### src/rtl/irq_msg_ctrl.sv
module irq_msg_ctrl #(
  parameter int          NSRC       = 11,
  parameter int          DEPTH      = 16,
  parameter logic [31:0] DEF_TARGET = 32'hFFF8_0003
) (
  input  logic            clk,
  input  logic            rst_n,
  input  logic [NSRC-1:0] src_i,
  input  logic            reg_wr,
  input  logic            reg_rd,
  input  logic [2:0]      reg_addr,
  input  logic [31:0]     reg_wdata,
  output logic [31:0]     reg_rdata,
  output logic            msg_valid,
  input  logic            msg_ready,
  output logic [31:0]     msg_addr,
  output logic [31:0]     msg_data
);
  localparam int PW = (DEPTH > 1) ? $clog2(DEPTH) : 1;
  localparam int CW = $clog2(DEPTH + 1);
  localparam int SW = (NSRC > 1) ? $clog2(NSRC) : 1;
  localparam logic [2:0] A_LVL = 3'd0, A_ENA = 3'd1, A_CLS = 3'd2, A_PND = 3'd3,
                         A_RQA = 3'd4, A_RQB = 3'd5, A_TGA = 3'd6, A_TGB = 3'd7;

  logic [NSRC-1:0] level_q, mask_q, cls_q, pend_q, disp_q, dsel_q;
  logic [31:0]     tgt0_q, tgt1_q;
  logic [31:0]     mem [DEPTH];
  logic [PW-1:0]   wp_q, rp_q;
  logic [CW-1:0]   cnt_q;
  logic [SW-1:0]   pick_idx;
  logic [NSRC-1:0] rise, pick_oh, req0, req1;
  logic            clr_pend, push, pop, full;
  logic [31:0]     push_val;

  assign rise     = src_i & ~level_q;
  assign clr_pend = (reg_wr || reg_rd) && reg_addr == A_PND;
  assign req0     = level_q & mask_q & ~cls_q;
  assign req1     = level_q & mask_q & cls_q;

  always_comb begin
    pick_idx = '0;
    for (int i = NSRC - 1; i >= 0; i--)
      if (disp_q[i]) pick_idx = SW'(i);
  end

  assign full     = cnt_q == CW'(DEPTH);
  assign push     = (|disp_q) && !full;
  assign pop      = msg_valid && msg_ready;
  assign pick_oh  = push ? (NSRC'(1) << pick_idx) : '0;
  assign push_val = dsel_q[pick_idx] ? tgt1_q : tgt0_q;

  always_ff @(posedge clk or negedge rst_n) begin
    if (!rst_n) begin
      level_q <= '0;
      mask_q  <= '0;
      cls_q   <= '0;
      pend_q  <= '0;
      disp_q  <= '0;
      dsel_q  <= '0;
      tgt0_q  <= DEF_TARGET;
      tgt1_q  <= DEF_TARGET;
    end else begin
      level_q <= src_i;
      pend_q  <= (clr_pend ? '0 : pend_q) | rise;
      disp_q  <= (disp_q & ~pick_oh) | (rise & mask_q);
      dsel_q  <= (dsel_q & ~(rise & mask_q)) | (rise & mask_q & cls_q);
      if (reg_wr) begin
        case (reg_addr)
          A_ENA:   mask_q <= reg_wdata[NSRC-1:0];
          A_CLS:   cls_q  <= reg_wdata[NSRC-1:0];
          A_TGA:   tgt0_q <= reg_wdata;
          A_TGB:   tgt1_q <= reg_wdata;
          default: ;
        endcase
      end
    end
  end

  always_ff @(posedge clk) begin
    if (push) mem[wp_q] <= push_val;
  end

  always_ff @(posedge clk or negedge rst_n) begin
    if (!rst_n) begin
      wp_q  <= '0;
      rp_q  <= '0;
      cnt_q <= '0;
    end else begin
      if (push) wp_q <= (wp_q == PW'(DEPTH - 1)) ? '0 : wp_q + 1'b1;
      if (pop)  rp_q <= (rp_q == PW'(DEPTH - 1)) ? '0 : rp_q + 1'b1;
      cnt_q <= cnt_q + CW'(push) - CW'(pop);
    end
  end

  assign msg_valid = cnt_q != '0;
  assign msg_addr  = {mem[rp_q][31:5], 5'b0};
  assign msg_data  = {27'b0, mem[rp_q][4:0]};

  always_comb begin
    reg_rdata = '0;
    case (reg_addr)
      A_LVL: reg_rdata[NSRC-1:0] = level_q;
      A_ENA: reg_rdata[NSRC-1:0] = mask_q;
      A_CLS: reg_rdata[NSRC-1:0] = cls_q;
      A_PND: reg_rdata[NSRC-1:0] = pend_q;
      A_RQA: reg_rdata[NSRC-1:0] = req0;
      A_RQB: reg_rdata[NSRC-1:0] = req1;
      A_TGA: reg_rdata = tgt0_q;
      A_TGB: reg_rdata = tgt1_q;
      default: ;
    endcase
  end

  p_rise_pends_r2: assert property (@(posedge clk) disable iff (!rst_n)
    (|rise) |=> (pend_q & $past(rise)) == $past(rise));
  p_clear_on_access_r4: assert property (@(posedge clk) disable iff (!rst_n)
    (clr_pend && rise == '0) |=> pend_q == '0);
  p_pend_only_from_edge_r11: assert property (@(posedge clk) disable iff (!rst_n)
    1'b1 |=> (pend_q & ~$past(pend_q) & ~$past(rise)) == '0);
  p_msg_hold_r8: assert property (@(posedge clk) disable iff (!rst_n)
    (msg_valid && !msg_ready) |=> msg_valid && $stable(msg_addr) && $stable(msg_data));
  p_no_overflow_r9: assert property (@(posedge clk) disable iff (!rst_n)
    cnt_q <= CW'(DEPTH));
endmodule

### config.mk
export PLATFORM = sky130hd
export DESIGN_NAME = irq_msg_ctrl
export DESIGN_NICKNAME = d
export VERILOG_FILES = /design/src/rtl/irq_msg_ctrl.sv
export SDC_FILE = /design/constraint.sdc
export NUM_CORES = 1
export LEC_CHECK = 0
export BUFFER_PORTS_ARGS = -buffer_cell sky130_fd_sc_hd__clkbuf_2
export CORE_MARGIN = 3
export CORE_UTILIZATION = 40
export CTS_BUF_LIST = sky130_fd_sc_hd__clkbuf_2 sky130_fd_sc_hd__clkbuf_4 sky130_fd_sc_hd__clkbuf_8
export CTS_CLUSTER_DIAMETER = 100
export CTS_CLUSTER_SIZE = 24
export DETAILED_ROUTE_END_ITERATION = 7
export REMOVE_ABC_BUFFERS = 1
export SLEW_MARGIN = 20
export SYNTH_ARGS = -nofsm -noshare
export SYNTH_HDL_FRONTEND = slang
export SYNTH_SLANG_ARGS = --single-unit
export TNS_END_PERCENT = 30
### constraint.sdc
create_clock -name clk -period 5.25 [get_ports clk]
set_input_delay 0 -clock clk [delete_from_list [all_inputs] [get_ports clk]]
set_output_delay 0 -clock clk [all_outputs]
set_load 0.02 [all_outputs]
# Word-level counts from Yosys, hierarchy flattened
# Memories as Yosys holds them, arrays and structs flattened.
# Index checks and enable logic that the tools add are counted.
[word_totals] mem_count=1 in_bits=51 ram_bits=512 out_inout_bits=97 wordCells=77 register_bits=143
[op_classes] n_shift=1 n_lt_le_gt_ge=1 n_reduce_logical=12 n_eq_ne=10 n_addsub=4 muxes=22 bitwise_logic=15
[memory_table] memory="mem" words=16 width=32 rd=1 rd_ports_with_merged_regs=0 write_ports=1 line="27" rtl="logic [31:0] mem [DEPTH];"
[ops] op="11-bit bitwise AND" n=8
[ops] op="11-bit one-hot mux with 8 select lines" n=1
[ops] op="4-bit 2-to-1 mux" n=13
[ops] op="11-bit inverter" n=4
[ops] op="21-bit one-hot mux with 2 select lines" n=1
[ops] op="11-bit OR" n=3
[ops] op="32-bit 2-to-1 mux" n=1
[ops] op="11-bit 2-to-1 mux" n=2
[ops] op="3-bit == test (second input constant)" n=4
[ops] op="11-bit OR reduction" n=1
[ops] op="1-bit by 4-bit << shifter with 11-bit output (first input constant)" n=1
[ops] op="4-bit by 1-bit adder with 4-bit output (second input constant)" n=2
[ops] op="4-bit == test (second input constant)" n=2
[ops] op="2-bit AND reduction" n=4
[ops] op="3-bit by 2-bit == test with 1-bit output (second input constant)" n=2
[ops] op="5-bit by 1-bit adder with 5-bit output" n=1
[ops] op="5-bit == test (second input constant)" n=1
[ops] op="4-bit by 5-bit < comparator with 1-bit output (second input constant)" n=1
[ops] op="5-bit nonzero test" n=1
[ops] op="5-bit by 1-bit subtractor with 5-bit output" n=1
[ops] op="1-bit binary-select mux with 4-bit select" n=1
[ops] op="3-bit by 1-bit == test with 1-bit output (second input constant)" n=1
[ops] op="1-bit logical AND" n=3
[ops] op="3-bit logical NOT" n=1
[ops] op="3 further kinds" n=5

# Logic depth before layout (Yosys ltp)
[depth] ltp_word=16 ltp_mapped=15 depth_no_buf=15

# Worst setup path before layout
# OpenSTA, ideal clock, no wires.
[synth_path] kind="flip-flop to flip-flop" startpoint="register cnt_q[2]" endpoint="memory mem[3][0], enable pin" setup_ns=0.461 arrival_ns=3.675 period_less_slack_ns=4.136 required_ns=4.789 slack_ns=1.114 path_stages_with_launch=7 path_buffers=0 path_cell_list="dfrtp_1 > inv_1 > ha_1 > and3_1 > a41oi_1 > nand2_1 > nor3_1"
[synth_between] elab_chain_len=5
[synth_lines] item="start: declaration" line="29" rtl="logic [CW-1:0] cnt_q;"
[synth_lines] item="start signal: assignment" line="91" rtl="cnt_q <= cnt_q + CW'(push) - CW'(pop);"
[synth_lines] item="5-bit == test" line="46" rtl="assign full = cnt_q == CW'(DEPTH);"
[synth_lines] item="1-bit logical NOT" line="47" rtl="assign push = (|disp_q) && !full;"
[synth_lines] item="1-bit logical AND" line="47"
[synth_lines] item="1-bit 2-to-1 mux" line="80" rtl="if (push) mem[wp_q] <= push_val;"
[synth_lines] item="1-bit 2-to-1 mux (not written as such)" line="80"
[synth_lines] item="end: declaration" line="27"
# Every way passes these cells.

# Worst setup path after layout
[layout_path] startpoint="register disp_q[5]" endpoint="memory mem[2][19], data pin"
[layout_between] elab_chain_len=9
[layout_lines] item="start: declaration" line="25" rtl="logic [NSRC-1:0] level_q, mask_q, cls_q, pend_q, disp_q, dsel_q;"
[layout_lines] item="start signal: assignment" line="65" rtl="disp_q <= (disp_q & ~pick_oh) | (rise & mask_q);"
[layout_lines] item="4-bit 2-to-1 mux (6 in series)" line="43" rtl="if (disp_q[i]) pick_idx = SW'(i);"
[layout_lines] item="1-bit binary-select mux with 4-bit select" line="50" rtl="assign push_val = dsel_q[pick_idx] ? tgt1_q : tgt0_q;"
[layout_lines] item="1-bit 2-to-1 mux (not written as such)" line="50"
[layout_lines] item="32-bit 2-to-1 mux" line="50"
[layout_lines] item="via push_val[19]" line="33" rtl="logic [31:0] push_val;"
# The timed path passes the listed nets, and every way through them passes these cells. The select of a mux whose other input is x is not followed.

==> flow_summary.toml <==
[synthesis]
synth-main-ff-cell = "edfxtp_1"
yosys_warnings = 0
synth-edff-count = 512
netlist-cell-type-count = 52
synthCells = 1470
synthArstFlopShare_pct = 21.8
synth_top_area_cell = "edfxtp_1"
syn_avg_cell_area_um2 = 18.5
yosys.area.top_type_share_pct = 56.5
netlist_top_cells_count = "512 x edfxtp_1, 166 x mux4_2, 113 x dfrtp_1, 111 x mux2_2, 57 x clkbuf_1"
ys_ff_latch = 655
yosysMostFrequentCell = "edfxtp_1"
syn-cell-area_um2 = 27200
synth_area_leaders = "edfxtp_1 56%, mux4_2 14%, dfrtp_1 10%"
yosysSeqAreaShare_pct = 69.7

[critical_path]
worst-path-max-fanout = 33
worst_ep_arrival_time_ns = 4.77
crit_type = "flop to flop"
required_ns = 5.63
cp-start-kind = "flop"
cp-end-kind = "flop"

[power_and_ir_drop]
clkPwrFrac_pct = 11.9
vdd_drop_max_v = 0.000558
p_comb_share_pct = 39.6
power_frac_seq_pct = 48.4
switching_share_pct = 36.9
power.density_nw_per_um2 = 630
p_int_mw = 12.0
total_power_mw = 19.0
power.switching_mw = 7.01
p_leak_nw = 10.2

[clock_tree]
cts_resized = 0
post_cts_buffers = 0
clock-root-buffer = "clkbuf_8"
clk_latency_ns = 0.73
cts_inserted_buffers = 31
cts.clk_slew.worst_paths_ns = 0.14
cts_buffer_depth = 3
cts-htree-levels = 1
tritoncts = "yes"
cts.sink_count = 655

[timing]
min_period_ns = 4.39
holdWs_ns = -0.0160
setup_tns_ns = 0
fmax_ghz = 0.228
maxSlewViolCount = 0
hold_violations = 2
finalCritPeriodShare_pct = 83.6
worstMarginPinSlew_ns = 1.23
finClkSkew_ns = 0.0511
grt_setup_unrepaired = "no"
slew_headroom_pct = 18.0
finalSetupViolCount = 0

[floorplanning]
rows = 95
die_area_um2 = 71300
die_height_um = 267
fp.dieW_um = 267
core-area_um2 = 67300
start_util_pct = 40.5
ios = 148

[route]
drt-total-wl_um = 69400
routedWlPerCell_um = 27.5
drtIter0Drc = 1325
vias = 14700
ant_nets = 0
first_pass_iters = 5
viasPerCell = 5.83
drcViolationCount = 0

[layout]
multi_input_area_um2 = 7830
final-seq-area_um2 = 19000
drive_gt1_share_pct = 33.4
fillers = 5770
layout.cells.non_filler = 2521
fin_nets = 1685
syn_to_final_growth_pct = 10.8
final_area_um2 = 30200

[placed_design]
dpl.hpwl_um = 38700
placed_area_um2 = 28900
dp_cells = 2398
gp_congestion = 0.777
port_buffers = 115

[hold_path]
hold_path_class = "primary input to async pin"

[global_routing]
gr-total-overflow = 0
grt.total_usage_pct = 19.5
grt_max_degree = 105
antenna_found_initial = 1
grt_pass1_wl_um = 101000
grt_pass1_vias = 15000

[status]
outcome = "finished with violations"
violations = "negative hold slack"

[flow_run]
drv_cap = 0
==> metal layers <==
layer | share of wire (%) | vias up | GRT usage (%)
met1 | 43 | 7888 | 27.6
met3 | 6.6 | 88 | 2.66
met5 | 0 | - | 0
met2 | 49 | 542 | 32.6
met4 | 1.9 | 0 | 4.08
li1 | - | 6179 | -
==> power by group through the flow <==
stage | clock [mW] | sequential [mW] | combinational, mW
after detailed placement | 0 | 9.36 | 7.49
after global routing | 2.52 | 9.37 | 8.05
after floorplan | 0 | 9.34 | 4.84
final | 2.27 | 9.21 | 7.54
after CTS | 2.34 | 9.24 | 7.55
after global placement | 0 | 9.27 | 7.32
==> final timing paths <==
| kind | start | end | slack (ns) | cells after the start |
|---|---|---|---|---|
| setup / recovery | disp_q[5] | mem[2][19] | 0.86 | 8 |
| hold / removal | rst_n | level_q[6] | -0.02 | 2 |
| setup reg to reg | disp_q[5] | mem[2][19] | 0.86 | 8 |
| hold reg to reg | pend_q[4] | pend_q[4] | 0.49 | 1 |
| max in group asynchronous | rst_n | rp_q[1] | 4.10 | 3 |
| min in group clk | src_i[0] | level_q[0] | 0.03 | 2 |
==> worst max-delay path, stage by stage (launching register included) <==
cell and delay (ns):
dfrtp_1 0.45, nor4_2 0.59, nor3b_4 0.32, buf_4 0.34, nand2_1 0.09, mux2_2 0.68, o211a_2 0.45, buf_12 0.24
o211ai_1 0.89
==> flip-flops by register name, summed over array words and instances (netlist names), 11 cells and up, named ones only <==
signal	flops
mem	512
tgt0_q	32
tgt1_q	32
cls_q	11
disp_q	11
level_q	11
mask_q	11
pend_q	11
==> final cells by class <==
class	count	share of cell area, %
antenna	1	0.00829
clock inverter	4	0.195
inverter	17	0.211
sequential	655	63.0
tap	873	3.62
multi-input combinational	703	26.0
timing repair buffer	214	5.07
clock buffer	54	1.99
==> logic make-up (layout without fill, tap and decap cells) <==
kind of cell / count (synthesis) / after routing / share of synthesized area (%)
AND/OR/NAND/NOR: 163 / 163 / 2.91
other: 1 / 33 / 0.0138
AO/OA/AOI/OAI: 194 / 194 / 5.07
adder cells (fa/ha/maj): 12 / 12 / 0.579
buffers and inverters: 143 / 289 / 2.54
multiplexers: 286 / 286 / 18.6
flip-flops: 655 / 655 / 69.7
XOR/XNOR: 16 / 16 / 0.515
==> cell usage in the layout, fill, tap and decap left out, drive strengths merged, types with 2 or more instances in the layout <==
cell type and n:
dlygate4sd3 61, and2 2, a22o 22, a21o 16, mux2 111, a21oi 20
mux2i 9, edfxtp 512, dfstp 30, a32oi 9, conb 32, ha 11
nand3 45, inv 18, buf 37, nor3 7, clkinv 2, o2111ai 33
nand2 47, xnor2 15, o31a 2, o211ai 32, nor3b 4, and3 5
a31oi 2, a221o 2, nand2b 4, nor2b 15, dfrtp 113, nor2 30
mux4 166, clkbuf 170, o21ai 49
==> stage by stage <==
step,utilization [%],worst slack [ns]
2_1_floorplan,-,-0.989
3_3_place_gp,42.9,1.09
3_5_place_dp,42.9,0.985
4_1_cts,44.8,0.973
5_1_grt,44.9,0.548
6_report,44.9,0.863
==> what timing repair did <==
item                                   CTS  global route
hold buffers                            61             0
setup endpoints to repair                0             0
endpoints found under the hold margin  237             0
(Power assumes the default switching activity.)
